## src/rtl/dvfs_sel_pkg.sv

```systemverilog
package dvfs_sel_pkg;
  localparam int OFS_STAT_SRC = 'h00;
  localparam int OFS_STAT_DIV = 'h04;
  localparam int OFS_CFG_BASE = 'h18;
  localparam int OFS_MODE     = 'h24;
  localparam int OFS_LOAD     = 'h30;

  localparam int POS_STAT_SRC = 22;
  localparam int POS_STAT_DIV = 28;
  localparam int POS_MODE_EN  = 31;

  localparam int HALF_W       = 16;
  localparam int POS_SLOT_DIV = 13;
  localparam int POS_SLOT_SRC = 9;
endpackage

```

## src/rtl/dvfs_sel_regs.sv

```systemverilog
module dvfs_sel_regs
  import dvfs_sel_pkg::*;
#(
  parameter int ADDR_W = 8,
  parameter int DATA_W = 32,
  parameter int SRC_W  = 2,
  parameter int DIV_W  = 3,
  parameter int LVL_W  = 2
) (
  input  logic                              clk,
  input  logic                              rst,
  input  logic                              we,
  input  logic [ADDR_W-1:0]                 addr,
  input  logic [DATA_W-1:0]                 wdata,
  output logic [DATA_W-1:0]                 rdata,
  output logic                              dyn_en,
  output logic [LVL_W-1:0]                  load,
  output logic [SRC_W-1:0]                  stat_src,
  output logic [DIV_W-1:0]                  stat_div,
  output logic [(1<<LVL_W)-1:0][SRC_W-1:0]  slot_src,
  output logic [(1<<LVL_W)-1:0][DIV_W-1:0]  slot_div
);
  localparam int NLVL = 1 << LVL_W;
  localparam int NCFG = NLVL / 2;
  localparam logic [DATA_W-1:0] SRC_MASK =
    DATA_W'((1 << SRC_W) - 1) << POS_STAT_SRC;

  logic [DATA_W-1:0] src_q, div_q;
  logic [DATA_W-1:0] cfg_q [NCFG];
  logic              en_q;
  logic [LVL_W-1:0]  load_q;
  logic [DATA_W-1:0] rd_mux;
  logic              hit_src;

  assign hit_src = (addr == ADDR_W'(OFS_STAT_SRC));

  always_ff @(posedge clk) begin
    if (rst) begin
      src_q  <= '0;
      div_q  <= '0;
      en_q   <= 1'b0;
      load_q <= '0;
      for (int w = 0; w < NCFG; w++) cfg_q[w] <= '0;
    end else if (we) begin
      if (hit_src) begin
        if (en_q) begin
          src_q <= (wdata & ~SRC_MASK) | (src_q & SRC_MASK);
        end else begin
          src_q <= wdata;
          for (int w = 0; w < NCFG; w++)
            for (int h = 0; h < 2; h++)
              cfg_q[w][h*HALF_W+POS_SLOT_SRC +: SRC_W] <= wdata[POS_STAT_SRC +: SRC_W];
        end
      end
      if (addr == ADDR_W'(OFS_STAT_DIV)) div_q <= wdata;
      if (addr == ADDR_W'(OFS_MODE))     en_q <= wdata[POS_MODE_EN];
      if (addr == ADDR_W'(OFS_LOAD))     load_q <= wdata[LVL_W-1:0];
      for (int w = 0; w < NCFG; w++)
        if (addr == ADDR_W'(OFS_CFG_BASE + 4*w)) cfg_q[w] <= wdata;
    end
  end

  always_comb begin
    rd_mux = '0;
    if (addr == ADDR_W'(OFS_STAT_SRC)) rd_mux = src_q;
    if (addr == ADDR_W'(OFS_STAT_DIV)) rd_mux = div_q;
    if (addr == ADDR_W'(OFS_MODE))     rd_mux = DATA_W'(en_q) << POS_MODE_EN;
    if (addr == ADDR_W'(OFS_LOAD))     rd_mux = DATA_W'(load_q);
    for (int w = 0; w < NCFG; w++)
      if (addr == ADDR_W'(OFS_CFG_BASE + 4*w)) rd_mux = cfg_q[w];
  end

  always_ff @(posedge clk) begin
    if (rst) rdata <= '0;
    else     rdata <= rd_mux;
  end

  assign dyn_en   = en_q;
  assign load     = load_q;
  assign stat_src = src_q[POS_STAT_SRC +: SRC_W];
  assign stat_div = div_q[POS_STAT_DIV +: DIV_W];

  // Even levels sit in the upper half-word, odd levels in the lower one.
  for (genvar k = 0; k < NLVL; k++) begin : g_slot
    localparam int BASE = ((k % 2) == 0) ? HALF_W : 0;
    assign slot_src[k] = cfg_q[k/2][BASE+POS_SLOT_SRC +: SRC_W];
    assign slot_div[k] = cfg_q[k/2][BASE+POS_SLOT_DIV +: DIV_W];
  end

  // static source field frozen while scaling is active
  assert_src_locked_R5: assert property (@(posedge clk) disable iff (rst)
    (we && hit_src && en_q) |=> $stable(stat_src));

  // a source write with scaling off retargets every level slot
  assert_src_fanout_R6: assert property (@(posedge clk) disable iff (rst)
    (we && hit_src && !en_q) |=>
      (slot_src == {NLVL{$past(wdata[POS_STAT_SRC +: SRC_W])}}));

  // level register reads back only its own bits
  assert_load_narrow_R8: assert property (@(posedge clk) disable iff (rst)
    (addr == ADDR_W'(OFS_LOAD)) |=> (rdata[DATA_W-1:LVL_W] == '0));
endmodule

```

## src/rtl/dvfs_sel_pick.sv

```systemverilog
module dvfs_sel_pick #(
  parameter int SRC_W = 2,
  parameter int DIV_W = 3,
  parameter int LVL_W = 2
) (
  input  logic                              dyn_en,
  input  logic [LVL_W-1:0]                  load,
  input  logic [SRC_W-1:0]                  stat_src,
  input  logic [DIV_W-1:0]                  stat_div,
  input  logic [(1<<LVL_W)-1:0][SRC_W-1:0]  slot_src,
  input  logic [(1<<LVL_W)-1:0][DIV_W-1:0]  slot_div,
  output logic [SRC_W-1:0]                  nxt_src,
  output logic [DIV_W-1:0]                  nxt_div
);
  always_comb begin
    if (dyn_en) begin
      nxt_src = slot_src[load];
      nxt_div = slot_div[load];
    end else begin
      nxt_src = stat_src;
      nxt_div = stat_div;
    end
  end
endmodule

```

## src/rtl/dvfs_clk_selector.sv

```systemverilog
module dvfs_clk_selector #(
  parameter int ADDR_W = 8,
  parameter int DATA_W = 32,
  parameter int SRC_W  = 2,
  parameter int DIV_W  = 3,
  parameter int LVL_W  = 2
) (
  input  logic              clk,
  input  logic              rst,
  input  logic              we,
  input  logic [ADDR_W-1:0] addr,
  input  logic [DATA_W-1:0] wdata,
  output logic [DATA_W-1:0] rdata,
  output logic [SRC_W-1:0]  eff_src,
  output logic [DIV_W-1:0]  eff_div
);
  localparam int NLVL = 1 << LVL_W;

  logic                        dyn_en;
  logic [LVL_W-1:0]            load;
  logic [SRC_W-1:0]            stat_src, nxt_src;
  logic [DIV_W-1:0]            stat_div, nxt_div;
  logic [NLVL-1:0][SRC_W-1:0]  slot_src;
  logic [NLVL-1:0][DIV_W-1:0]  slot_div;
  logic                        we_q;

  dvfs_sel_regs #(
    .ADDR_W(ADDR_W), .DATA_W(DATA_W), .SRC_W(SRC_W), .DIV_W(DIV_W), .LVL_W(LVL_W)
  ) u_regs (
    .clk(clk), .rst(rst), .we(we), .addr(addr), .wdata(wdata), .rdata(rdata),
    .dyn_en(dyn_en), .load(load), .stat_src(stat_src), .stat_div(stat_div),
    .slot_src(slot_src), .slot_div(slot_div)
  );

  dvfs_sel_pick #(
    .SRC_W(SRC_W), .DIV_W(DIV_W), .LVL_W(LVL_W)
  ) u_pick (
    .dyn_en(dyn_en), .load(load), .stat_src(stat_src), .stat_div(stat_div),
    .slot_src(slot_src), .slot_div(slot_div), .nxt_src(nxt_src), .nxt_div(nxt_div)
  );

  always_ff @(posedge clk) begin
    if (rst) begin
      eff_src <= '0;
      eff_div <= '0;
      we_q    <= 1'b0;
    end else begin
      eff_src <= nxt_src;
      eff_div <= nxt_div;
      we_q    <= we;
    end
  end

  // without writes in the last two cycles the outputs hold
  assert_out_hold_R7: assert property (@(posedge clk) disable iff (rst)
    (!we && !we_q) |=> ($stable(eff_src) && $stable(eff_div)));

  // with scaling off the static divider reaches the output one cycle later
  assert_static_div_R2: assert property (@(posedge clk) disable iff (rst)
    !dyn_en |=> (eff_div == $past(stat_div)));
endmodule

```

## config.mk

```make
export PLATFORM = sky130hd
export DESIGN_NAME = dvfs_clk_selector
export DESIGN_NICKNAME = d
export VERILOG_FILES = /design/src/rtl/dvfs_sel_pkg.sv /design/src/rtl/dvfs_sel_regs.sv /design/src/rtl/dvfs_sel_pick.sv /design/src/rtl/dvfs_clk_selector.sv
export SDC_FILE = /design/constraint.sdc
export NUM_CORES = 1
export LEC_CHECK = 0
export ABC_AREA = 1
export CAP_MARGIN = 10
export CORE_UTILIZATION = 54
export CTS_BUF_LIST = sky130_fd_sc_hd__clkbuf_16
export CTS_CLUSTER_SIZE = 8
export DETAILED_ROUTE_END_ITERATION = 7
export MAX_ROUTING_LAYER = met4
export PLACE_DENSITY = 0.87
export SLEW_MARGIN = 20
export SYNTH_ARGS = -nofsm -noshare
export SYNTH_HDL_FRONTEND = slang
export SYNTH_SLANG_ARGS = --single-unit
```

## constraint.sdc

```tcl
create_clock -name clk -period 7.1 [get_ports clk]
set_input_delay 1.42 -clock clk [delete_from_list [all_inputs] [get_ports clk]]
set_output_delay 1.42 -clock clk [all_outputs]
set_load 0.05 [all_outputs]
```

## Word-level counts from Yosys, hierarchy flattened

Memory sizes are Yosys's and may differ from the RTL's.
Cells that the tools add are included.

- Output and inout bits: 37
- Bits of input ports: 43
- Bits in registers: 104
- RAM bits: 64
- Memories: 1

Memories:

| memory | depth | width | rd ports | clocked after memory_dff | wr ports | RTL line | text |
|---|---|---|---|---|---|---|---|
| u_regs.cfg_q | 2 | 32 | 2 | 0 | 2 | dvfs_sel_regs.sv:29 | `logic [DATA_W-1:0] cfg_q [NCFG];` |

- Magnitude comparators: 1
- Mux-type cells: 42
- Bitwise gates (word level): 15
- Equality and inequality tests: 5
- Reductions and logical operators: 5

Operator list:

| cell | count |
|---|---|
| $mux W32 | 7 |
| $or A32 B24 Y32 | 1 |
| $mux W14 | 2 |
| $mux W2 | 10 |
| $mux W9 | 2 |
| $eq A8 B5 Y1 const B | 2 |
| $eq A8 B6 Y1 const B | 2 |
| $mux W1 | 15 |
| $or A1 B1 Y1 | 14 |
| $mux W5 | 2 |
| $eq A8 B3 Y1 const B | 1 |
| $logic_not A8 Y1 | 1 |
| $reduce_and A2 Y1 | 4 |
| $bmux W3 S2 | 1 |
| $mux W3 | 2 |
| $bmux W2 S2 | 1 |
| $lt A2 B3 Y1 const B | 1 |

## Depth between registers and ports, before layout

Gate-level depths: netlist of run 1.

- Depth after elaboration: 7
- Gate-level depth with buffers: 9
- Depth with buffers taken out: 8

## Hierarchy

Synthesis of run 1 repeated with hierarchy kept, for this count alone.

- Cell total of the unflattened synthesis: 914
- Area, all modules: 7279.5 um2

Modules (own cells, without submodules):

| module | cells an instance | instances | sequential area each (um2) | area an instance (um2) |
|---|---|---|---|---|
| dvfs_sel_regs | 825 | 1 | 3903.7 | 6844.1 |
| dvfs_sel_pick | 74 | 1 | 0.0 | 297.8 |
| dvfs_clk_selector | 15 | 1 | 100.1 | 137.6 |

## Least setup slack after synthesis of run 1

No wires, ideal clock.

- Kind: in2reg
- Start: in addr[6]
- End: mem u_regs.cfg_q[1][0] (enable)
- Path slack: 2.492 ns
- Stages on the path: 7
- Library setup time: 0.452 ns
- Arrival: 4.156 ns
- Path through: inv_1 -> nand2_1 -> nor2_1 -> nand4_1 -> buf_4 -> clkbuf_2 -> o21ai_0

RTL lines:

| what | RTL line | text |
|---|---|---|
| from (decl) | dvfs_clk_selector.sv:11 | `input logic [ADDR_W-1:0] addr,` |
| to (decl) | dvfs_sel_regs.sv:29 |  |

==> impl_metrics.env, run 1 <==
export IMPL_root_buffer_cell="sky130_fd_sc_hd__clkbuf_16"
export IMPL_critPathLaunchType="input port"
export IMPL_mostFrequentLayoutCell="sky130_fd_sc_hd__nor2_1"
export IMPL_n_antenna_cell=0
export IMPL_grt_first_pass_wirelength_mm=26.6
export IMPL_drt_first_pass_iters=5
export IMPL_nFillCells=1010
export IMPL_synth_compound_area_share_pct=13.2
export IMPL_final_instance_count_excl_fill=1092
export IMPL_post_route_period_util_pct=52.0
export IMPL_cts_made_buffers=17
export IMPL_groute_usage_overall_pct=27.2
export IMPL_crit_arrival_ns=3.80
export IMPL_timing_worst_setup_path_type="in -> reg"
export IMPL_fin_skew_ns=0.00537
export IMPL_yosys_area_share_simple_pct=22.1
export IMPL_detail_route_wl_per_cell_um=15.3
export IMPL_numClockSinks=168
export IMPL_worst_max_slew_pin_slew_ns=0.949
export IMPL_fin_setup_tns_ns=0
export IMPL_initial_utilization_pct=55.6
export IMPL_synth_mux_area_fraction_pct=0
export IMPL_cell_by_cell_listing_of_the_critical_path="clkdlybuf4s50_1, inv_2, nor2_1, nand4_1, buf_4, o21ai_2, buf_4"
export IMPL_ys_types=24
export IMPL_synth_warning_count=0
export IMPL_cp_common_cell="sky130_fd_sc_hd__buf_4"
export IMPL_post_route_drc_count=0
export IMPL_design_area_final_um2=8430
export IMPL_powerDensity_nw_per_um2=237
export IMPL_synth_top_family_by_area="simple AND/OR/NAND/NOR gates"
export IMPL_dp_cells=1060
export IMPL_cts_tree="done"
export IMPL_critPathMaxStageDelay_ns=0.77
export IMPL_critPathCaptureType="register"
export IMPL_postCtsSetupBuffers=0
export IMPL_period_minus_slack_ns=3.69
export IMPL_layout_drive_gt1_share_pct=6.30
export IMPL_wl_mm=16.7
export IMPL_dp_final_hpwl_mm=9.80
export IMPL_status="complete, no violations"
export IMPL_via_per_inst=5.43
export IMPL_final_seq_area_um2=4000
export IMPL_clk_insertion_delay_late_ns=0.42
export IMPL_syn_num_nets=899
export IMPL_most_used_cells_in_the_layout_excluding_fill_and_tap_cells="214 x sky130_fd_sc_hd__nor2_1, 127 x sky130_fd_sc_hd__o21ai_0, 104 x sky130_fd_sc_hd__dfxtp_1"
export IMPL_ys_seq_elements=168
export IMPL_die_height_um=116
export IMPL_timing_final_setup_violations=0
export IMPL_placeableCoreArea_um2=12700
export IMPL_post_cts_resized_instances=0
export IMPL_syn_instance_count=856
export IMPL_placedInstanceArea_um2=7870
export IMPL_placement_rows=41
export IMPL_chipWidth_um=116
export IMPL_syn_avg_cell_area_um2=8.27
export IMPL_final_antenna_net_count=0
export IMPL_antenna_found_initial=0
export IMPL_total_power_mw=2.00
export IMPL_multi_input_area_um2=2510
export IMPL_vias=5927
export IMPL_cp_data_required_time_ns=7.21
export IMPL_dr_first_iter_drc_count=605
export IMPL_sequential_element_share_of_the_synthesized_area_pct=56.6
export IMPL_timing_fmax_mhz=271
export IMPL_critPathSlowestCell="sky130_fd_sc_hd__o21ai_2"
export IMPL_cts_max_level=4
export IMPL_port_buffer_count=79
export IMPL_ctsLongestPathBuffers=2
export IMPL_grt_pass1_vias=5475
export IMPL_yosys_area_share_xor_xnor_pct=0
export IMPL_hold_viol=0
export IMPL_clk_pin_slew_worst_paths_ns=0.06
export IMPL_timing_max_transition_violations_final=0
export IMPL_arithmetic_cell_share_of_the_synthesized_area_counting_full_adders_half_adders_and_majority_gates_pct=0
export IMPL_gpl_final_weighted_congestion=0.938
export IMPL_rsz_0062_raised_after_global_routing="no"
export IMPL_maxSlewHeadroom_pct=36.6
export IMPL_maxCapViolCount=0
export IMPL_post_cts_hold_buffer_count=0
export IMPL_power_static_leakage_nw=3.41
export IMPL_power_ir_vdd_worst_mv=0.159
export IMPL_syn_to_final_growth_pct=19.2
export IMPL_post_synthesis_instance_area_um2=7080
export IMPL_hold_path_class="reg -> reg"
export IMPL_worst_hold_slack_ns=0.448
export IMPL_largest_net_degree_at_the_start_of_global_routing=106
export IMPL_i_o_pins=80
export IMPL_gr_overflow_total=0
export IMPL_reg2reg_slack_ns=5.39
export IMPL_dieArea_um2=13600
export IMPL_timing_critical_path_fanout_max=66
export IMPL_design_final_nets=950
[metal layers]
layer | global-route usage, % | vias to the layer above | share of wire [%]
met4 | 12.6 | 0 | 2.2
met2 | 44.8 | 283 | 50
met3 | 5.55 | 34 | 9.2
li1 | - | 2884 | -
met1 | 31.9 | 2726 | 39
met5 | - | - | 0
[kinds of logic (layout without fill, tap and decap cells)]
logic type	count (synthesis)	after routing
AO/OA/AOI/OAI	180	180
flip-flops	168	168
buffers and inverters	134	198
AND/OR/NAND/NOR	374	374
[Yosys cell counts]
cell type	count	area, um2
sky130_fd_sc_hd__o21ai_2	8	70.1
sky130_fd_sc_hd__a21oi_1	34	170
sky130_fd_sc_hd__clkinv_1	1	3.75
sky130_fd_sc_hd__nand3_4	2	35.0
sky130_fd_sc_hd__o21ai_0	128	641
sky130_fd_sc_hd__edfxtp_1	64	1920
sky130_fd_sc_hd__nand2_4	1	11.3
sky130_fd_sc_hd__buf_2	18	90.1
sky130_fd_sc_hd__inv_1	75	282
sky130_fd_sc_hd__nand2_1	91	342
sky130_fd_sc_hd__nor2_8	1	20.0
sky130_fd_sc_hd__buf_4	4	30.0
sky130_fd_sc_hd__nor2_1	215	807
sky130_fd_sc_hd__nand2_2	2	12.5
sky130_fd_sc_hd__clkbuf_1	24	90.1
sky130_fd_sc_hd__inv_2	5	18.8
sky130_fd_sc_hd__clkbuf_2	2	10.0
sky130_fd_sc_hd__buf_6	5	56.3
sky130_fd_sc_hd__dfxtp_1	104	2080
sky130_fd_sc_hd__nand4_1	11	68.8
sky130_fd_sc_hd__nor2_4	1	11.3
sky130_fd_sc_hd__nor2_2	3	18.8
sky130_fd_sc_hd__o21ai_1	10	50.1
sky130_fd_sc_hd__nand3_1	47	235
[final timing paths]
check / end / from / depth (start not counted)
worst max-delay path: u_regs.cfg_q[1][19]$_DFFE_PP_ / addr[3] / 7
worst min-delay path: u_regs.div_q[22]$_SDFFE_PP0P_ / u_regs.div_q[22]$_SDFFE_PP0P_ / 2
worst max register to register: u_regs.cfg_q[1][9]$_DFFE_PP_ / u_regs.dyn_en$_SDFFE_PP0P_ / 5
worst min register to register: u_regs.div_q[22]$_SDFFE_PP0P_ / u_regs.div_q[22]$_SDFFE_PP0P_ / 2
[sequential cells by signal, indices dropped and copies added (netlist names)]
register and count:
eff_div 3, eff_src 2, u_regs.cfg_q 64, u_regs.div_q 32
u_regs.dyn_en 1, u_regs.load 2, u_regs.rdata 32, u_regs.src_q 32
[where the power goes]
group	internal, mW	switching (mW)	leakage (nW)	total, mW
combinational	0.0342	0.0584	1.66	0.0926
clock	0.527	0.356	0.290	0.883
sequential	1.02	0.00805	1.45	1.03
[per-stage QoR]
step | utilization (%) | setup slack, ns
after floorplan | - | 2.49
after global placement | 61.8 | 3.11
after detailed placement | 61.8 | 3.01
after CTS | 66.3 | 3.45
after global routing | 66.3 | 3.25
final | 66.3 | 3.41
[worst max-delay path: cells and delay by family]
| family | cells | cell delay [ns] |
|---|---|---|
| compound gates | 1 | 0.77 |
| buf+inv | 4 | 1.35 |
| simple gates | 2 | 0.23 |
[area by class of cell]
type,count,area share [%]
clock buffer,18,5.34
tap,172,2.55
sequential,168,47.5
inverter,81,3.61
multi-input combinational,554,29.7
timing repair buffer,85,9.91
clock inverter,14,1.36
No activity file was read; power rests on OpenSTA's default activity.
==> run 2, diff against run 1 <==
Settings changed: CORE_UTILIZATION 54 to 51, PLACE_DENSITY 0.87 to 0.86.
Clock period 7.1 ns to 3.22 ns, I/O delays scaled along.
==> impl_metrics.env, run 2 (same netlist as run 1, synthesis figures left out) <==
export IMPL_design_final_nets=963
export IMPL_cts_made_buffers=17
export IMPL_dp_cells=1077
export IMPL_share_seq_of_total_power_pct=49.9
export IMPL_via_per_inst=5.44
export IMPL_timing_fmax_mhz=437
export IMPL_fin_skew_ns=0.00871
export IMPL_port_buffer_count=79
export IMPL_numClockSinks=168
export IMPL_ctsLongestPathBuffers=2
export IMPL_critPathLaunchType="input port"
export IMPL_power_static_leakage_nw=3.48
export IMPL_gpl_final_weighted_congestion=0.933
export IMPL_gr_overflow_total=0
export IMPL_root_buffer_cell="sky130_fd_sc_hd__clkbuf_16"
export IMPL_clk_pin_slew_worst_paths_ns=0.06
export IMPL_vias=6029
export IMPL_die_height_um=120
export IMPL_power_ir_vdd_worst_mv=0.377
export IMPL_max_reg_flops=64
export IMPL_period_minus_slack_ns=2.29
export IMPL_hold_viol=0
export IMPL_reg2reg_slack_ns=1.51
export IMPL_min_delay_start="u_regs.div_q[6]$_SDFFE_PP0P_"
export IMPL_chipWidth_um=120
export IMPL_dieArea_um2=14400
export IMPL_powerDensity_nw_per_um2=530
export IMPL_clk_insertion_delay_late_ns=0.43
export IMPL_placement_rows=42
export IMPL_worst_r2r_startpoint="u_regs.dyn_en$_SDFFE_PP0P_"
export IMPL_detail_route_wl_per_cell_um=15.8
export IMPL_post_route_drc_count=0
export IMPL_layout_drive_gt1_share_pct=7.51
export IMPL_status="complete, no violations"
export IMPL_cellInternalPower_mw=3.60
export IMPL_n_antenna_cell=0
export IMPL_holdPathEnd="u_regs.div_q[6]$_SDFFE_PP0P_"
export IMPL_final_antenna_net_count=0
export IMPL_p_sw_share_pct=20.7
export IMPL_mostFrequentLayoutCell="sky130_fd_sc_hd__nor2_1"
export IMPL_reg2reg_path_depth=5
export IMPL_post_route_period_util_pct=71.0
export IMPL_met2WireLength_mm=8.70
export IMPL_cp_data_required_time_ns=3.57
export IMPL_cts_tree="done"
export IMPL_placeableCoreArea_um2=13400
export IMPL_max_flop_register="u_regs.cfg_q"
export IMPL_wl_mm=17.5
export IMPL_maxCapViolCount=0
export IMPL_groute_usage_overall_pct=26.2
export IMPL_met3_wirelength_mm=1.45
export IMPL_syn_to_final_growth_pct=20.8
export IMPL_final_instance_count_excl_fill=1108
export IMPL_worst_max_slew_pin_slew_ns=0.704
export IMPL_clock_power_share_pct=45.4
export IMPL_grt_first_pass_wirelength_mm=28.1
export IMPL_worst_hold_path_num_cells=2
export IMPL_timing_worst_setup_path_type="in -> reg"
export IMPL_hold_path_class="reg -> reg"
export IMPL_critPathCaptureType="register"
export IMPL_i_o_pins=80
export IMPL_post_cts_hold_buffer_count=0
export IMPL_most_used_cells_in_the_layout_excluding_fill_and_tap_cells="214 x sky130_fd_sc_hd__nor2_1, 127 x sky130_fd_sc_hd__o21ai_0, 104 x sky130_fd_sc_hd__dfxtp_1"
export IMPL_post_cts_resized_instances=0
export IMPL_antenna_found_initial=0
export IMPL_timing_final_setup_violations=0
export IMPL_crit_arrival_ns=2.64
export IMPL_initial_utilization_pct=52.8
export IMPL_r2r_end="u_regs.cfg_q[1][25]$_DFFE_PP_"
export IMPL_timing_critical_path_fanout_max=56
export IMPL_grt_pass1_vias=5795
export IMPL_dr_first_iter_drc_count=536
export IMPL_drt_first_pass_iters=5
export IMPL_detailed_route_wire_length_on_metal_1_mm=6.85
export IMPL_fin_setup_tns_ns=0
export IMPL_switching_power_summed_over_all_nets_uw=938
export IMPL_dp_final_hpwl_mm=11.0
export IMPL_pwr_share_comb_pct=4.6
export IMPL_postCtsSetupBuffers=0
export IMPL_timing_max_transition_violations_final=0
export IMPL_rsz_0062_raised_after_global_routing="no"
export IMPL_cts_max_level=4
export IMPL_maxSlewHeadroom_pct=53.0
export IMPL_top_signal_layer_used="met4"
export IMPL_largest_net_degree_at_the_start_of_global_routing=57
[run 2: cell types whose count changed in the layout (fill, tap and decap cells not counted), sizes merged]
cell	change
bufinv	+2
clkinvlp	-1
clkinv	-1
buf	+13
clkbuf	-1
[run 2: cell type report]
type                            count  area (um2)
Fill cell                        1105        4850
Sequential cell                   168        4000
Multi-Input combinational cell    554        2500
Timing Repair Buffer               98         933
Clock buffer                       17         425
Inverter                           81         304
Tap cell                          176         220
Clock inverter                     14         166
[run 2: routing by layer]
metal,vias up,global-route usage [%]
li1,2907,-
met1,2754,29.9
met2,312,43.7
met3,56,6.27
met4,0,12.0
met5,-,-
[run 2: critical path: stages]
cell and delay, ns:
sky130_fd_sc_hd__clkdlybuf4s50_1 0.58, sky130_fd_sc_hd__inv_2 0.47, sky130_fd_sc_hd__buf_4 0.54, sky130_fd_sc_hd__o21ai_0 0.21
sky130_fd_sc_hd__a21oi_1 0.15
[run 2: how the worst max path moves through the flow]
stage | slack, ns | cells after the start | end | start
6_report | 0.93 | 5 | u_regs.div_q[7]$_SDFFE_PP0P_ | rst
3_3_place_gp | 0.56 | 8 | u_regs.cfg_q[1][1]$_DFFE_PP_ | addr[3]
4_1_cts | 0.95 | 8 | u_regs.cfg_q[1][18]$_DFFE_PP_ | addr[3]
5_1_grt | 0.77 | 8 | u_regs.cfg_q[1][28]$_DFFE_PP_ | addr[3]
3_5_place_dp | 0.52 | 9 | u_regs.cfg_q[1][18]$_DFFE_PP_ | addr[6]
2_1_floorplan | 0.15 | 7 | u_regs.cfg_q[1][0]$_DFFE_PP_ | addr[6]
[run 2: power by group through the flow]
stage | clock, mW | sequential (mW) | combinational [mW]
floorplan | 0 | 2.31 | 0.0961
global placement | 0 | 2.31 | 0.202
detailed placement | 0 | 2.31 | 0.206
CTS | 2.07 | 2.26 | 0.208
global route | 2.16 | 2.27 | 0.230
finish | 2.06 | 2.26 | 0.211
[run 2: through the flow]
stage | util, % | hold WS (ns) | setup WS (ns) | total power, mW | instance area, um2
after global placement | 59.4 | 0.433 | 0.562 | 2.51 | 7960
after detailed placement | 59.4 | 0.440 | 0.517 | 2.51 | 7960
after global routing | 63.8 | 0.458 | 0.768 | 4.66 | 8550
after CTS | 63.8 | 0.449 | 0.946 | 4.54 | 8550
final | 63.8 | 0.451 | 0.934 | 4.53 | 8550
after floorplan | - | 0.425 | 0.148 | 2.40 | 7080
==> run 3, diff against run 2 <==
Clock period 3.22 ns to 1.98 ns, I/O delays scaled along.
==> impl_metrics.env, run 3 (same netlist as run 1, synthesis figures left out) <==
export IMPL_grt_pass1_vias=5824
export IMPL_worst_hold_slack_ns=0.448
export IMPL_share_seq_of_total_power_pct=49.5
export IMPL_final_antenna_net_count=0
export IMPL_detail_route_wl_per_cell_um=16.1
export IMPL_maxSlewHeadroom_pct=64.8
export IMPL_critPathBufInv=1
export IMPL_dieArea_um2=14400
export IMPL_clock_power_share_pct=45.3
export IMPL_final_instance_count_excl_fill=1138
export IMPL_cts_tree="done"
export IMPL_rsz_0062_raised_after_global_routing="no"
export IMPL_timing_fmax_mhz=509
export IMPL_switching_power_summed_over_all_nets_mw=1.58
export IMPL_critPathCaptureType="primary output"
export IMPL_fin_skew_ns=0.00804
export IMPL_gpl_final_weighted_congestion=0.910
export IMPL_clk_insertion_delay_late_ns=0.43
export IMPL_vias=6197
export IMPL_hold_viol=0
export IMPL_chipWidth_um=120
export IMPL_port_buffer_count=79
export IMPL_numClockSinks=168
export IMPL_post_cts_hold_buffer_count=0
export IMPL_critPathSlowestCell="sky130_fd_sc_hd__clkdlybuf4s50_1"
export IMPL_placeableCoreArea_um2=13400
export IMPL_period_minus_slack_ns=1.97
export IMPL_critPathMaxStageDelay_ns=0.80
export IMPL_root_buffer_cell="sky130_fd_sc_hd__clkbuf_16"
export IMPL_design_final_nets=993
export IMPL_pwr_share_comb_pct=5.2
export IMPL_cellInternalPower_mw=5.84
export IMPL_timing_max_transition_violations_final=0
export IMPL_worst_setup_path_endpoint="rdata[18]"
export IMPL_cts_max_level=4
export IMPL_cp_data_required_time_ns=1.58
export IMPL_worst_r2r_startpoint="u_regs.dyn_en$_SDFFE_PP0P_"
export IMPL_ctsLongestPathBuffers=2
export IMPL_cts_made_buffers=17
export IMPL_power_ir_vdd_worst_mv=0.559
export IMPL_maxCapViolCount=0
export IMPL_post_route_drc_count=0
export IMPL_p_sw_share_pct=21.3
export IMPL_grt_first_pass_wirelength_mm=28.6
export IMPL_timing_worst_setup_path_type="reg -> out"
export IMPL_critPathLaunchType="register"
export IMPL_clk_pin_slew_worst_paths_ns=0.06
export IMPL_initial_utilization_pct=52.8
export IMPL_crit_arrival_ns=1.57
export IMPL_syn_to_final_growth_pct=27.0
export IMPL_mostFrequentLayoutCell="sky130_fd_sc_hd__nor2_1"
export IMPL_wl_mm=18.4
export IMPL_powerDensity_nw_per_um2=826
export IMPL_antenna_found_initial=0
export IMPL_critical_path_startpoint="u_regs.rdata[18]$_SDFF_PP0_"
export IMPL_most_used_cells_in_the_layout_excluding_fill_and_tap_cells="213 x sky130_fd_sc_hd__nor2_1, 126 x sky130_fd_sc_hd__o21ai_0, 104 x sky130_fd_sc_hd__dfxtp_1"
export IMPL_reg2reg_path_depth=6
export IMPL_final_core_utilization_pct=67.1
export IMPL_dp_cells=1106
export IMPL_placement_rows=42
export IMPL_groute_usage_overall_pct=27.2
export IMPL_dp_final_hpwl_mm=11.9
export IMPL_die_height_um=120
export IMPL_hold_path_class="reg -> reg"
export IMPL_dr_first_iter_drc_count=722
export IMPL_largest_net_degree_at_the_start_of_global_routing=56
export IMPL_reg2reg_slack_ns=0.43
export IMPL_post_route_period_util_pct=99.3
export IMPL_crit_family="buffers and inverters"
export IMPL_layout_drive_gt1_share_pct=11.2
export IMPL_max_reg_flops=64
export IMPL_status="complete, no violations"
export IMPL_n_antenna_cell=0
export IMPL_max_flop_register="u_regs.cfg_q"
export IMPL_gr_overflow_total=0
export IMPL_cell_by_cell_listing_of_the_critical_path="clkdlybuf4s50_1"
export IMPL_via_per_inst=5.45
export IMPL_r2r_end="u_regs.cfg_q[0][10]$_DFFE_PP_"
export IMPL_worst_max_slew_pin_slew_ns=0.527
export IMPL_path_depth=1
export IMPL_timing_critical_path_fanout_max=1
export IMPL_drt_first_pass_iters=6
export IMPL_power_static_leakage_nw=3.79
export IMPL_timing_final_setup_violations=0
export IMPL_i_o_pins=80
run 3: changes by cell type in the layout (fill, tap and decap cells not counted), sizes merged, moves of 2 or more:
cell / before / now
buf: 19 / 49
clkinvlp: 0 / 2
dlygate4sd2: 0 / 7
clkdlybuf4s50: 79 / 68
dlymetal6s2s: 0 / 4
clkinv: 8 / 6
run 3: through the flow:
step / worst slack, ns / power [mW] / cell area [um2] / TNS [ns]
CTS: 0.00351 / 7.45 / 8970 / 0
finish: 0.0135 / 7.43 / 8990 / 0
global placement: -0.295 / 4.12 / 8380 / -41.97
floorplan: -0.00596 / 3.91 / 7130 / -0.167
detailed placement: -0.392 / 4.13 / 8380 / -52.51
global route: 0.00712 / 7.64 / 8990 / 0
run 3: worst min-delay path by stage:
stage | from | to | slack (ns) | cells past startpoint
6_report | u_regs.div_q[25]$_SDFFE_PP0P_ | u_regs.div_q[25]$_SDFFE_PP0P_ | 0.45 | 2
5_1_grt | u_regs.div_q[25]$_SDFFE_PP0P_ | u_regs.div_q[25]$_SDFFE_PP0P_ | 0.46 | 2
4_1_cts | u_regs.div_q[22]$_SDFFE_PP0P_ | u_regs.div_q[22]$_SDFFE_PP0P_ | 0.45 | 2
3_5_place_dp | u_regs.div_q[22]$_SDFFE_PP0P_ | u_regs.div_q[22]$_SDFFE_PP0P_ | 0.44 | 2
3_3_place_gp | u_regs.div_q[25]$_SDFFE_PP0P_ | u_regs.div_q[25]$_SDFFE_PP0P_ | 0.43 | 2
2_1_floorplan | u_regs.div_q[10]$_SDFFE_PP0P_ | u_regs.div_q[10]$_SDFFE_PP0P_ | 0.42 | 2
run 3: what timing repair did:
item	CTS	global route
setup endpoints to repair	7	29
pin swaps	0	1
setup buffers	0	1
gates resized for setup	7	5
endpoints found under the hold margin	0	0
run 3: cell type report:
| cell class | count | area (um2) |
|---|---|---|
| Tap cell | 176 | 220 |
| Inverter | 81 | 322 |
| Fill cell | 997 | 4410 |
| Clock buffer | 18 | 450 |
| Clock inverter | 13 | 153 |
| Multi-Input combinational cell | 554 | 2520 |
| Sequential cell | 168 | 4000 |
| Timing Repair Buffer | 128 | 1320 |
run 3: worst reg2reg max path, cell delays in order, from the launching register on:
cell and delay (ns):
sky130_fd_sc_hd__dfxtp_1 0.38, sky130_fd_sc_hd__clkinv_1 0.26, sky130_fd_sc_hd__nand3_1 0.20, sky130_fd_sc_hd__buf_4 0.12
sky130_fd_sc_hd__inv_1 0.05, sky130_fd_sc_hd__nand3_1 0.19, sky130_fd_sc_hd__nand2_1 0.09
run 3: layer usage:
metal,vias up,wire [um],global-route usage [%]
met4,0,540,12.3
met1,2879,7090,31.5
met5,-,0,-
met3,54,1600,6.37
li1,2966,-,-
met2,298,9130,44.8
run 3: power groups by stage:
stage,Clock (mW),Sequential [mW],Combinational (mW)
2_1_floorplan,0,3.75,0.163
3_3_place_gp,0,3.75,0.368
3_5_place_dp,0,3.75,0.376
4_1_cts,3.39,3.68,0.381
5_1_grt,3.55,3.68,0.414
6_report,3.36,3.68,0.386
